`config.mk`:
```
export PLATFORM = sky130hd
export DESIGN_NAME = bus_hold_ctrl
export DESIGN_NICKNAME = d
export VERILOG_FILES = /design/src/rtl/hold_pkg.sv /design/src/rtl/hold_sampler.sv /design/src/rtl/cycle_tracker.sv /design/src/rtl/hold_fsm.sv /design/src/rtl/bus_hold_ctrl.sv
export SDC_FILE = /design/constraint.sdc
export NUM_CORES = 1
export LEC_CHECK = 0
export ABC_AREA = 1
export BUFFER_PORTS_ARGS = -buffer_cell sky130_fd_sc_hd__clkbuf_2
export CORE_AREA = 2 2 39 41
export CTS_BUF_LIST = sky130_fd_sc_hd__clkbuf_8
export DETAILED_ROUTE_END_ITERATION = 10
export DIE_AREA = 0 0 41 43
export GPL_ROUTABILITY_DRIVEN = 0
export HOLD_SLACK_MARGIN = 0.08
export PLACE_DENSITY_LB_ADDON = 0.05
export SLEW_MARGIN = 25
export SYNTH_ARGS = -nofsm -noshare
export SYNTH_HDL_FRONTEND = slang
export SYNTH_SLANG_ARGS = --single-unit
```
`constraint.sdc`:
```
create_clock -name clk -period 1.15 [get_ports clk]
set_input_delay 0.0575 -clock clk [delete_from_list [all_inputs] [get_ports clk]]
set_output_delay 0.0575 -clock clk [all_outputs]
set_load 0.01 [all_outputs]
```
`src/rtl/hold_pkg.sv`:
```
package hold_pkg;
  typedef enum logic {
    ST_OWN  = 1'b0,
    ST_HOLD = 1'b1
  } hold_st_e;
endpackage

```
`src/rtl/hold_sampler.sv`:
```
// Rising-edge sampler chain for a synchronous level input.
module hold_sampler #(
  parameter int STAGES = 1
) (
  input  logic clk,
  input  logic rst,
  input  logic d,
  output logic q,
  output logic q_nxt
);
  logic [STAGES-1:0] sh;

  generate
    if (STAGES == 1) begin : g_one
      always_ff @(posedge clk) begin
        if (rst) sh <= '0;
        else     sh <= d;
      end
      assign q_nxt = d;
    end else begin : g_many
      always_ff @(posedge clk) begin
        if (rst) sh <= '0;
        else     sh <= {sh[STAGES-2:0], d};
      end
      assign q_nxt = sh[STAGES-2];
    end
  endgenerate

  assign q = sh[STAGES-1];
endmodule

```
`src/rtl/cycle_tracker.sv`:
```
// Tracks the processor's own bus activity and the lock output.
module cycle_tracker (
  input  logic clk,
  input  logic rst,
  input  logic cyc_start,
  input  logic rdy,
  input  logic burst_last,
  input  logic lock_seq,
  input  logic in_hold,
  output logic busy,
  output logic lock,
  output logic bus_free,
  output logic lock_free
);
  logic cyc_end, start_ok;

  assign cyc_end   = busy && rdy && burst_last;
  assign bus_free  = !busy || cyc_end;
  assign lock_free = !lock || (cyc_end && !lock_seq);
  assign start_ok  = cyc_start && !in_hold && bus_free;

  always_ff @(posedge clk) begin
    if (rst) begin
      busy <= 1'b0;
      lock <= 1'b0;
    end else begin
      if (start_ok)     busy <= 1'b1;
      else if (cyc_end) busy <= 1'b0;

      if (start_ok && lock_seq)     lock <= 1'b1;
      else if (cyc_end && !lock_seq) lock <= 1'b0;
    end
  end

  // the final beat of a locked chain clears lock on the next clock
  a_r5_lock_drop: assert property (@(posedge clk) disable iff (rst)
    (lock && busy && rdy && burst_last && !lock_seq && !cyc_start) |=> !lock);

  // while the bus is held, no transfer is tracked
  a_r9_idle_in_hold: assert property (@(posedge clk) disable iff (rst)
    in_hold |-> !busy);
endmodule

```
`src/rtl/hold_fsm.sv`:
```
// Grant / release state machine.
module hold_fsm
  import hold_pkg::*;
(
  input  logic     clk,
  input  logic     rst,
  input  logic     hold_q,
  input  logic     cyc_start,
  input  logic     bus_free,
  input  logic     lock_free,
  output hold_st_e st,
  output logic     hold_nxt
);
  logic grant, release_now;

  assign grant       = (st == ST_OWN) && hold_q && bus_free && lock_free && !cyc_start;
  assign release_now = (st == ST_HOLD) && !hold_q;

  always_comb begin
    hold_nxt = (st == ST_HOLD);
    if (grant)       hold_nxt = 1'b1;
    if (release_now) hold_nxt = 1'b0;
  end

  always_ff @(posedge clk) begin
    if (rst) st <= ST_OWN;
    else     st <= hold_nxt ? ST_HOLD : ST_OWN;
  end

  // no grant while the bus is not at a boundary
  a_r3_wait_boundary: assert property (@(posedge clk) disable iff (rst)
    (st == ST_OWN && !bus_free) |=> (st == ST_OWN));

  // hold persists while the sampled request stays high
  a_r7_stay_in_hold: assert property (@(posedge clk) disable iff (rst)
    (st == ST_HOLD && hold_q) |=> (st == ST_HOLD));
endmodule

```
`src/rtl/bus_hold_ctrl.sv`:
```
module bus_hold_ctrl
  import hold_pkg::*;
#(
  parameter int SAMPLE_STAGES = 1
) (
  input  logic clk,
  input  logic rst,
  input  logic hold_req,
  input  logic cyc_start,
  input  logic rdy,
  input  logic burst_last,
  input  logic lock_seq,
  input  logic tst_req,
  output logic hold_ack,
  output logic ack_oe,
  output logic bus_float,
  output logic bus_lock
);
  logic     hold_q, hold_q_nxt_unused;
  logic     tst_q_unused, tst_nxt;
  logic     busy, lock, bus_free, lock_free, hold_nxt;
  hold_st_e st;

  hold_sampler #(.STAGES(SAMPLE_STAGES)) u_hold_smp (
    .clk(clk), .rst(rst), .d(hold_req), .q(hold_q), .q_nxt(hold_q_nxt_unused)
  );

  hold_sampler #(.STAGES(SAMPLE_STAGES)) u_tst_smp (
    .clk(clk), .rst(rst), .d(tst_req), .q(tst_q_unused), .q_nxt(tst_nxt)
  );

  cycle_tracker u_trk (
    .clk(clk), .rst(rst), .cyc_start(cyc_start), .rdy(rdy),
    .burst_last(burst_last), .lock_seq(lock_seq), .in_hold(st == ST_HOLD),
    .busy(busy), .lock(lock), .bus_free(bus_free), .lock_free(lock_free)
  );

  hold_fsm u_fsm (
    .clk(clk), .rst(rst), .hold_q(hold_q), .cyc_start(cyc_start),
    .bus_free(bus_free), .lock_free(lock_free), .st(st), .hold_nxt(hold_nxt)
  );

  always_ff @(posedge clk) begin
    if (rst) begin
      bus_float <= 1'b0;
      ack_oe    <= 1'b1;
    end else begin
      bus_float <= hold_nxt || tst_nxt;
      ack_oe    <= !tst_nxt;
    end
  end

  assign hold_ack = (st == ST_HOLD);
  assign bus_lock = lock;

  // acknowledge and lock are never high together
  a_r4_no_ack_with_lock: assert property (@(posedge clk) disable iff (rst)
    hold_ack |-> !bus_lock);

  // the pins float whenever acknowledge is high
  a_r6_float_with_ack: assert property (@(posedge clk) disable iff (rst)
    hold_ack |-> bus_float);

  // a floated acknowledge implies floated bus pins
  a_r8_oe_float: assert property (@(posedge clk) disable iff (rst)
    !ack_oe |-> bus_float);
endmodule

```
Yosys cells after proc, flatten, opt, wreduce, memory -nomap -nowiden

Cells that the tools add are included.

Flip-flop bits (word level): 6
Latch bits: 0
Memory bits (writable): 0
ROM bits: 0
Input bits: 8
Output and inout port bits: 4
Memories: 0

$add $sub $neg: 0
$mul: 0
Div/mod/pow operators: 0
$lt $le $gt $ge: 0
Equality and inequality tests: 0
Shift-type cells: 0
Multiplexer cells: 7
Bitwise logic cells: 1
Reduce and logical (&&, ||, !) cells: 23

Operators with widths:

| kind               | count |
|---|---|
| logical AND 1 bit  | 11 |
| logical NOT 1 bit  | 7 |
| two-way mux 1 bit  | 7 |
| nonzero test 2 bit | 2 |
| logical OR 1 bit   | 3 |
| NOT 1 bit          | 1 |

Longest topological paths before layout

Gate-level depths: netlist of run 1.

Depth in word-level cells: 9
Gate-level depth with buffers: 7
Depth with buffers taken out: 7

Modules after synthesis

Synthesis of run 1 repeated with hierarchy kept, for this count alone.

Cell total of the unflattened synthesis: 35
Area, all modules: 296.5 µm²

Modules (own cells, without submodules):

| module        | instances | cells each | area an instance (µm²) | sequential area each (µm²) |
|---|---|---|---|---|
| cycle_tracker | 1         | 13         | 101.3                  | 40.0 |
| hold_sampler  | 2         | 4          | 37.5                   | 20.0 |
| bus_hold_ctrl | 1         | 6          | 60.1                   | 40.0 |
| hold_fsm      | 1         | 8          | 60.1                   | 20.0 |

Worst setup path before layout of run 1

OpenSTA, ideal clock, no wires.

Kind: register to register
Start: reg u_trk.busy
End: reg bus_float
Data arrival time: 0.700 ns
Path slack: 0.336 ns
Stages on the path, launching flop included: 8
Buffers on the path: 0
Period minus slack after synthesis: 0.814 ns
Cells stage by stage: dfxtp_1 -> inv_1 -> a21oi_2 -> nor2_1 -> nand2_1 -> nand2_1 -> nand2_1 -> nand2_1

Longest elaborated chain between the ends: 9

RTL lines:

| element                                               | line                                     | text |
|---|---|---|
| from (decl)                                           | cycle_tracker.sv:10                      | `output logic busy,` |
| from (signal assigned)                                | cycle_tracker.sv:24                      | `busy <= 1'b0;` |
| from (signal assigned)                                | cycle_tracker.sv:27                      | `if (start_ok) busy <= 1'b1;` |
| from (signal assigned)                                | cycle_tracker.sv:28                      | `else if (cyc_end) busy <= 1'b0;` |
| logical AND 1 bit (2 in a row)                        | cycle_tracker.sv:17                      | `assign cyc_end = busy && rdy && burst_last;` |
| logical OR 1 bit or logical AND 1 bit (tied branches) | cycle_tracker.sv:18, cycle_tracker.sv:19 |  |
| logical AND 1 bit or logical OR 1 bit (tied branches) | hold_fsm.sv:16, cycle_tracker.sv:19      |  |
| logical AND 1 bit (*) (2 in a row)                    | hold_fsm.sv:16                           | `assign grant = (st == ST_OWN) && hold_q && bus_free && lock_free && !cyc_start;` |
| two-way mux 1 bit (*)                                 | hold_fsm.sv:21                           | `if (grant) hold_nxt = 1'b1;` |
| two-way mux 1 bit (*)                                 | hold_fsm.sv:22                           | `if (release_now) hold_nxt = 1'b0;` |
| logical OR 1 bit (*)                                  | bus_hold_ctrl.sv:48                      | `bus_float <= hold_nxt \|\| tst_nxt;` |
| to (signal assigned)                                  | bus_hold_ctrl.sv:48                      |  |
| to (decl)                                             | bus_hold_ctrl.sv:16                      | `output logic bus_float,` |

Every way passes the cells marked *; elsewhere a longest branch is shown, timed or not.
A chain may end at the register's enable or synchronous reset.

Worst setup path in the final report of run 1

Same ends and word-level chain as after synthesis.

==> impl_metrics.py, run 1 <==
metrics = {
    "timing": {
        "setup_ws_ns": 0.282,
        "fmax_mhz": 1150,
        "tns_ns": 0,
        "clock_skew_ns": 0.00124,
        "rsz0062_at_grt": "false",
        "finalHoldViolations": 0,
        "tightest_slew_ns": 0.134,
        "drv_slew": 0,
        "setup_viol": 0,
        "slew-limit-headroom": 0.910,
        "timing.final.crit_share": 0.755,
        "min_period_ns": 0.868,
    },
    "power_and_ir_drop": {
        "p_leak_nw": 0.209,
        "power_density_mw_per_mm2": 1590,
        "worst_ir_drop_vdd_mv": 0.514,
    },
    "detailed_routing": {
        "firstDrtPassIters": 3,
        "routedWlPerCell_um": 6.78,
        "postRouteAntennaNets": 0,
        "drc": 0,
        "avgViaCountPerCell": 3.60,
        "drt-initial-drc-count": 1,
        "wirelength_um": 427,
        "via_count": 227,
    },
    "place": {
        "hpwlAfterDp_um": 359,
        "portBuffers": 11,
        "post-place-ws_ns": 0.275,
    },
    "synthesis": {
        "syn_inst": 30,
        "synth-edff-count": 0,
        "synth.ff_latch_count": 6,
        "synth_area_leaders": "dfxtp_1 54%, inv_1 13%, nand2_1 12%",
        "yosysSeqAreaShare": 0.539,
        "synth_cell_types": 8,
        "yosys.area.top_type": "dfxtp_1",
        "synth_commonest_cells": "8 x inv_1, 7 x nand2_1, 6 x dfxtp_1",
        "yosysMostFrequentCell": "inv_1",
        "ys_warn_count": 0,
        "synth.cell_area_um2": 223,
        "async_reset_ff_frac": 0,
        "ys.flop_type": "dfxtp_1",
        "synthesis.nets": 38,
        "avgSynthCellArea_um2": 7.42,
        "yosysTopAreaCellShare": 0.539,
    },
    "setup_path": {
        "crit_end": "bus_float",
        "cp_data_arrival_time_ns": 0.98,
        "crit_chain": "inv_1, a21oi_2, nor2_1, nand2_1, nand2_1, nand2_1, nand2_1",
        "crit_path_start": "u_trk.busy",
        "crit_slowest_cell": "dfxtp_1",
        "crit_family": "flip-flops",
        "timing.rr.start": "u_trk.busy",
        "cp_slowest_stage_delay_ns": 0.32,
        "reg2reg_depth": 7,
        "critical_path_cell_count": 7,
        "crit_path_frequent_cell": "nand2_1",
        "r2r-end": "bus_float",
        "endpoint_kind": "flip-flop",
        "worstPathRequired_ns": 1.26,
        "cp-start-kind": "flip-flop",
        "critical_path_class": "reg -> reg",
        "cp_max_fo": 3,
        "ff2ff_setup_slack_ns": 0.28,
        "cp_num_buf_inv": 1,
    },
    "cells_and_area": {
        "areaGrowthSynthToFinish_pct": 65.7,
        "diodes": 0,
        "drive_above_1_share": 0.319,
        "fillers": 164,
        "nNetsFinal": 57,
    },
    "die": {
        "die_w_um": 41,
        "design.die.area_mm2": 0.00176,
        "io_pins": 12,
        "core_mm2": 0.00138,
        "row_count": 14,
        "die_h_um": 43,
        "start_util": 0.161,
    },
    "cts": {
        "clkTransAtPathRegs_ns": 0.03,
        "clockBufferDepth": 2,
        "clock_latency_ns": 0.22,
        "cts.htree.levels": 1,
        "cts_tree": "built",
        "cts_setup_buffers": 0,
        "numClockSinks": 6,
        "root_buffer": "clkbuf_8",
        "cts_buffers": 3,
    },
    "global_routing": {
        "grtUsageTotal": 0.0704,
        "grt_pass1_wl_um": 724,
        "grt_max_degree": 5,
        "antenna_found_initial": 0,
        "overflow": 0,
        "grt_pass1_vias": 214,
    },
    "status": {
        "status": "finished, final reports clean",
    },
    "job": {
        "maxCapViolCount": 0,
    },
    "min_path": {
        "hp-class": "in -> reg",
    },
}
[cell type report]
type	count	area (um^2)	share of cell area
Timing Repair Buffer	14	85.1	0.231
Inverter	8	30.0	0.0814
Multi-Input combinational cell	16	72.6	0.197
Sequential cell	6	120	0.325
Clock buffer	3	41.3	0.112
Tap cell	16	20.0	0.0542
[routing by layer]
layer  up-vias  global-route usage  routed length, um
li1        122                   -                  -
met1        94              0.0677                191
met2         9              0.0875                179
met3         2              0.0471                 47
met4         0              0.0800                  8
met5         -                   0                  0
[timing repair]
action | in CTS | in global routing
hold endpoints to repair | 5 | 0
resized for setup | 0 | 0
hold buffers | 3 | 0
[cells in the final DEF, fill, tap and decap left out]
cell,synthesis,layout
clkbuf_2,0,11
dlygate4sd3_1,0,3
dfxtp_1,6,6
nand4_1,1,1
inv_1,8,8
nor2_1,5,5
nand2_1,7,7
a21oi_1,1,1
a21oi_2,1,1
clkbuf_8,0,3
nand3b_1,1,1
[per-stage QoR]
step / instances / hold WS [ns] / cell area (um^2) / utilization / power [mW]
global route: 63 / 0.116 / 369 / 0.267 / 0.633
detailed placement: 57 / 0.245 / 298 / 0.215 / 0.283
finish: 63 / 0.113 / 369 / 0.267 / 0.587
global placement: 57 / 0.247 / 298 / 0.215 / 0.283
floorplan: 30 / 0.127 / 223 / - / 0.256
CTS: 63 / 0.110 / 369 / 0.267 / 0.605
[sequential cells by signal (all words and copies together) (netlist names)]
register      cells
ack_oe            1
bus_float         1
u_fsm.st          1
u_hold_smp.q      1
u_trk.busy        1
u_trk.lock        1
[worst min-delay path by stage]
stage | endpoint | cells after the start | slack, ns | from
3_3_place_gp | ack_oe | 2 | 0.25 | tst_req
5_1_grt | u_trk.lock | 3 | 0.12 | lock_seq
2_1_floorplan | u_trk.lock | 1 | 0.13 | rst
6_report | u_trk.lock | 3 | 0.11 | lock_seq
4_1_cts | u_trk.lock | 3 | 0.11 | lock_seq
3_5_place_dp | ack_oe | 2 | 0.25 | tst_req
[power by group]
part	leakage, nW	internal (mW)	switching [mW]
clock network	0.0216	0.224	0.0771
registers	0.0498	0.222	0.00437
logic	0.137	0.0311	0.0291
total	0.209	0.477	0.111
[worst reg2reg max path, cell delays in order (launching register included)]
cell and delay, ns:
dfxtp_1 0.32, inv_1 0.05, a21oi_2 0.13, nor2_1 0.05, nand2_1 0.06, nand2_1 0.05
nand2_1 0.07, nand2_1 0.04
[logic make-up (layout without fill, tap and decap cells)]
| group | Yosys count | after routing | share of synthesized area |
|---|---|---|---|
| compound gates | 2 | 2 | 0.0618 |
| buf+inv | 8 | 25 | 0.135 |
| simple gates | 14 | 14 | 0.264 |
| flops | 6 | 6 | 0.539 |
Note: power is estimated with default switching activity, not from simulation.
==> inputs of run 2 (changes only) <==
Clock period 1.15 ns to 0.8 ns, I/O delays scaled along.
==> run 2 against run 1 <==
Compared with the run above:
- the flow now finishes with violations (negative setup slack)
- critical path depth stayed put
- global-route usage increased by 0.30 points
- sequential cell count stayed put
- die area did not move
- clock power up 47%
- first-iteration DRC count decreased by 100%
- via count increased by 0.44%
- clock skew increased by 0.0017 ns
- worst setup slack worse by 0.33 ns
- sequential share of layout area down 2.2 points
- utilization increased by 2.3 points
- critical path type unchanged
- largest cell class unchanged
- highest routed layer unchanged
==> impl_metrics.py, run 2 (synthesis results as in run 1) <==
metrics = {
    "cts": {
        "clock_latency_ns": 0.22,
        "cts_buffers": 3,
        "root_buffer": "clkbuf_8",
        "clockBufferDepth": 2,
        "numClockSinks": 6,
        "cts.htree.levels": 1,
        "clkTransAtPathRegs_ns": 0.04,
        "cts_tree": "built",
    },
    "die": {
        "start_util": 0.161,
        "core_mm2": 0.00138,
        "die_w_um": 41,
        "io_pins": 12,
        "design.die.area_mm2": 0.00176,
        "die_h_um": 43,
        "row_count": 14,
    },
    "setup_path": {
        "cp_data_arrival_time_ns": 0.96,
        "cp_slowest_stage_delay_ns": 0.32,
        "crit_path_frequent_cell": "nand2_1",
        "worstPathRequired_ns": 0.91,
        "critical_path_class": "reg -> reg",
        "critical_path_cell_count": 7,
        "crit_slowest_cell": "dfxtp_2",
        "cp-start-kind": "flip-flop",
        "cp_num_buf_inv": 1,
        "crit_family": "flip-flops",
        "cp_max_fo": 3,
        "endpoint_kind": "flip-flop",
        "reg2reg_depth": 7,
        "crit_chain": "inv_2, a21oi_4, nor2_1, nand2_1, nand2_1, nand2_2, nand2_1",
    },
    "cells_and_area": {
        "drive_above_1_share": 0.408,
        "diodes": 0,
        "areaGrowthSynthToFinish_pct": 79.8,
        "final_cell_mix": "11 x clkbuf_2, 7 x inv_1, 6 x nand2_1",
        "nNetsFinal": 59,
        "stdcell_area_um2": 400,
        "instances_no_fill": 65,
        "final_common_cell": "clkbuf_2",
    },
    "place": {
        "place_area_um2": 299,
        "post-place-ws_ns": -0.0869,
        "hpwlAfterDp_um": 369,
        "portBuffers": 11,
        "numPlacedInstances": 57,
    },
    "power_and_ir_drop": {
        "p_leak_nw": 0.220,
        "finalPower_mw": 0.872,
        "worst_ir_drop_vdd_mv": 0.742,
        "power_density_mw_per_mm2": 2180,
    },
    "job": {
        "maxCapViolCount": 0,
    },
    "detailed_routing": {
        "firstDrtPassIters": 1,
        "drt-initial-drc-count": 0,
        "via_count": 228,
        "routedWlPerCell_um": 7.46,
        "wirelength_um": 485,
        "postRouteAntennaNets": 0,
        "avgViaCountPerCell": 3.51,
        "drc": 0,
    },
    "status": {
        "status": "finished with violations",
        "violations": "negative setup slack",
    },
    "global_routing": {
        "grt_pass1_vias": 215,
        "grt_max_degree": 4,
        "grt_pass1_wl_um": 800,
        "grtUsageTotal": 0.0734,
        "overflow": 0,
        "antenna_found_initial": 0,
    },
    "timing": {
        "slew-limit-headroom": 0.919,
        "timing.final.crit_share": 1.06,
        "tightest_slew_ns": 0.121,
        "setup_ws_ns": -0.0456,
        "min_period_ns": 0.846,
        "fmax_mhz": 1180,
        "setup_viol": 2,
        "drv_slew": 0,
        "rsz0062_at_grt": "true",
        "finalHoldViolations": 0,
        "tns_ns": -0.0818,
        "clock_skew_ns": 0.00290,
    },
    "min_path": {
        "hp-class": "in -> reg",
        "min_path_cells": 3,
    },
}
-- run 2: cell types whose count changed in the layout (fill, tap and decap cells not counted) --
cell,previous run,this run
a21oi_2,1,0
a21oi_4,0,1
buf_4,0,1
dfxtp_1,6,5
dfxtp_2,0,1
dlygate4sd3_1,3,4
inv_1,8,7
inv_2,0,1
nand2_1,7,6
nand2_2,0,1
nor2_1,5,4
nor2_2,0,1
-- run 2: metrics by stage --
step                hold slack, ns   util
CTS                         0.0897  0.280
floorplan                    0.105      -
detailed placement           0.229  0.216
global placement             0.230  0.216
finish                      0.0933  0.289
global route                 0.104  0.289
-- run 2: path summary, 6_finish.rpt --
kind,slack (ns),end,start
min,0.09,u_trk.lock,lock_seq
max,-0.05,bus_float,u_trk.busy
max reg2reg,-0.05,bus_float,u_trk.busy
min reg2reg,0.50,u_trk.lock,u_trk.lock
-- run 2: layout make-up --
| type | count | area [um^2] |
|---|---|---|
| Inverter | 8 | 30.0 |
| Timing Repair Buffer | 16 | 103 |
| Sequential cell | 6 | 121 |
| Clock buffer | 3 | 41.3 |
| Tap cell | 16 | 20.0 |
| Fill cell | 159 | 983 |
| Multi-Input combinational cell | 16 | 85.1 |
-- run 2: worst reg2reg max path, cell delays in order, from the launching register on --
cell and delay (ns):
dfxtp_2 0.32, inv_2 0.04, a21oi_4 0.12, nor2_1 0.05, nand2_1 0.06, nand2_1 0.06, nand2_2 0.06, nand2_1 0.04
-- run 2: routing by layer --
metal / up-vias / share of wire / track usage
met4: 0 / 0.016 / 0.0800
met5: - / 0 / 0
met2: 9 / 0.42 / 0.0844
met1: 87 / 0.46 / 0.0903
li1: 130 / - / -
met3: 2 / 0.11 / 0.0314
-- run 2: what timing repair did --
item / 4_1_cts / 5_1_grt
cloned: 0 / 0
endpoints found under the hold margin: 5 / 0
setup endpoints to repair: 3 / 4
setup buffers: 1 / 0
hold buffers: 4 / 0
gates resized for setup: 1 / 3
-- run 2: power breakdown --
group | switching, mW | internal (mW) | total, mW
Combinational | 0.0485 | 0.0551 | 0.104
Clock | 0.119 | 0.322 | 0.442
Sequential | 0.00740 | 0.320 | 0.327
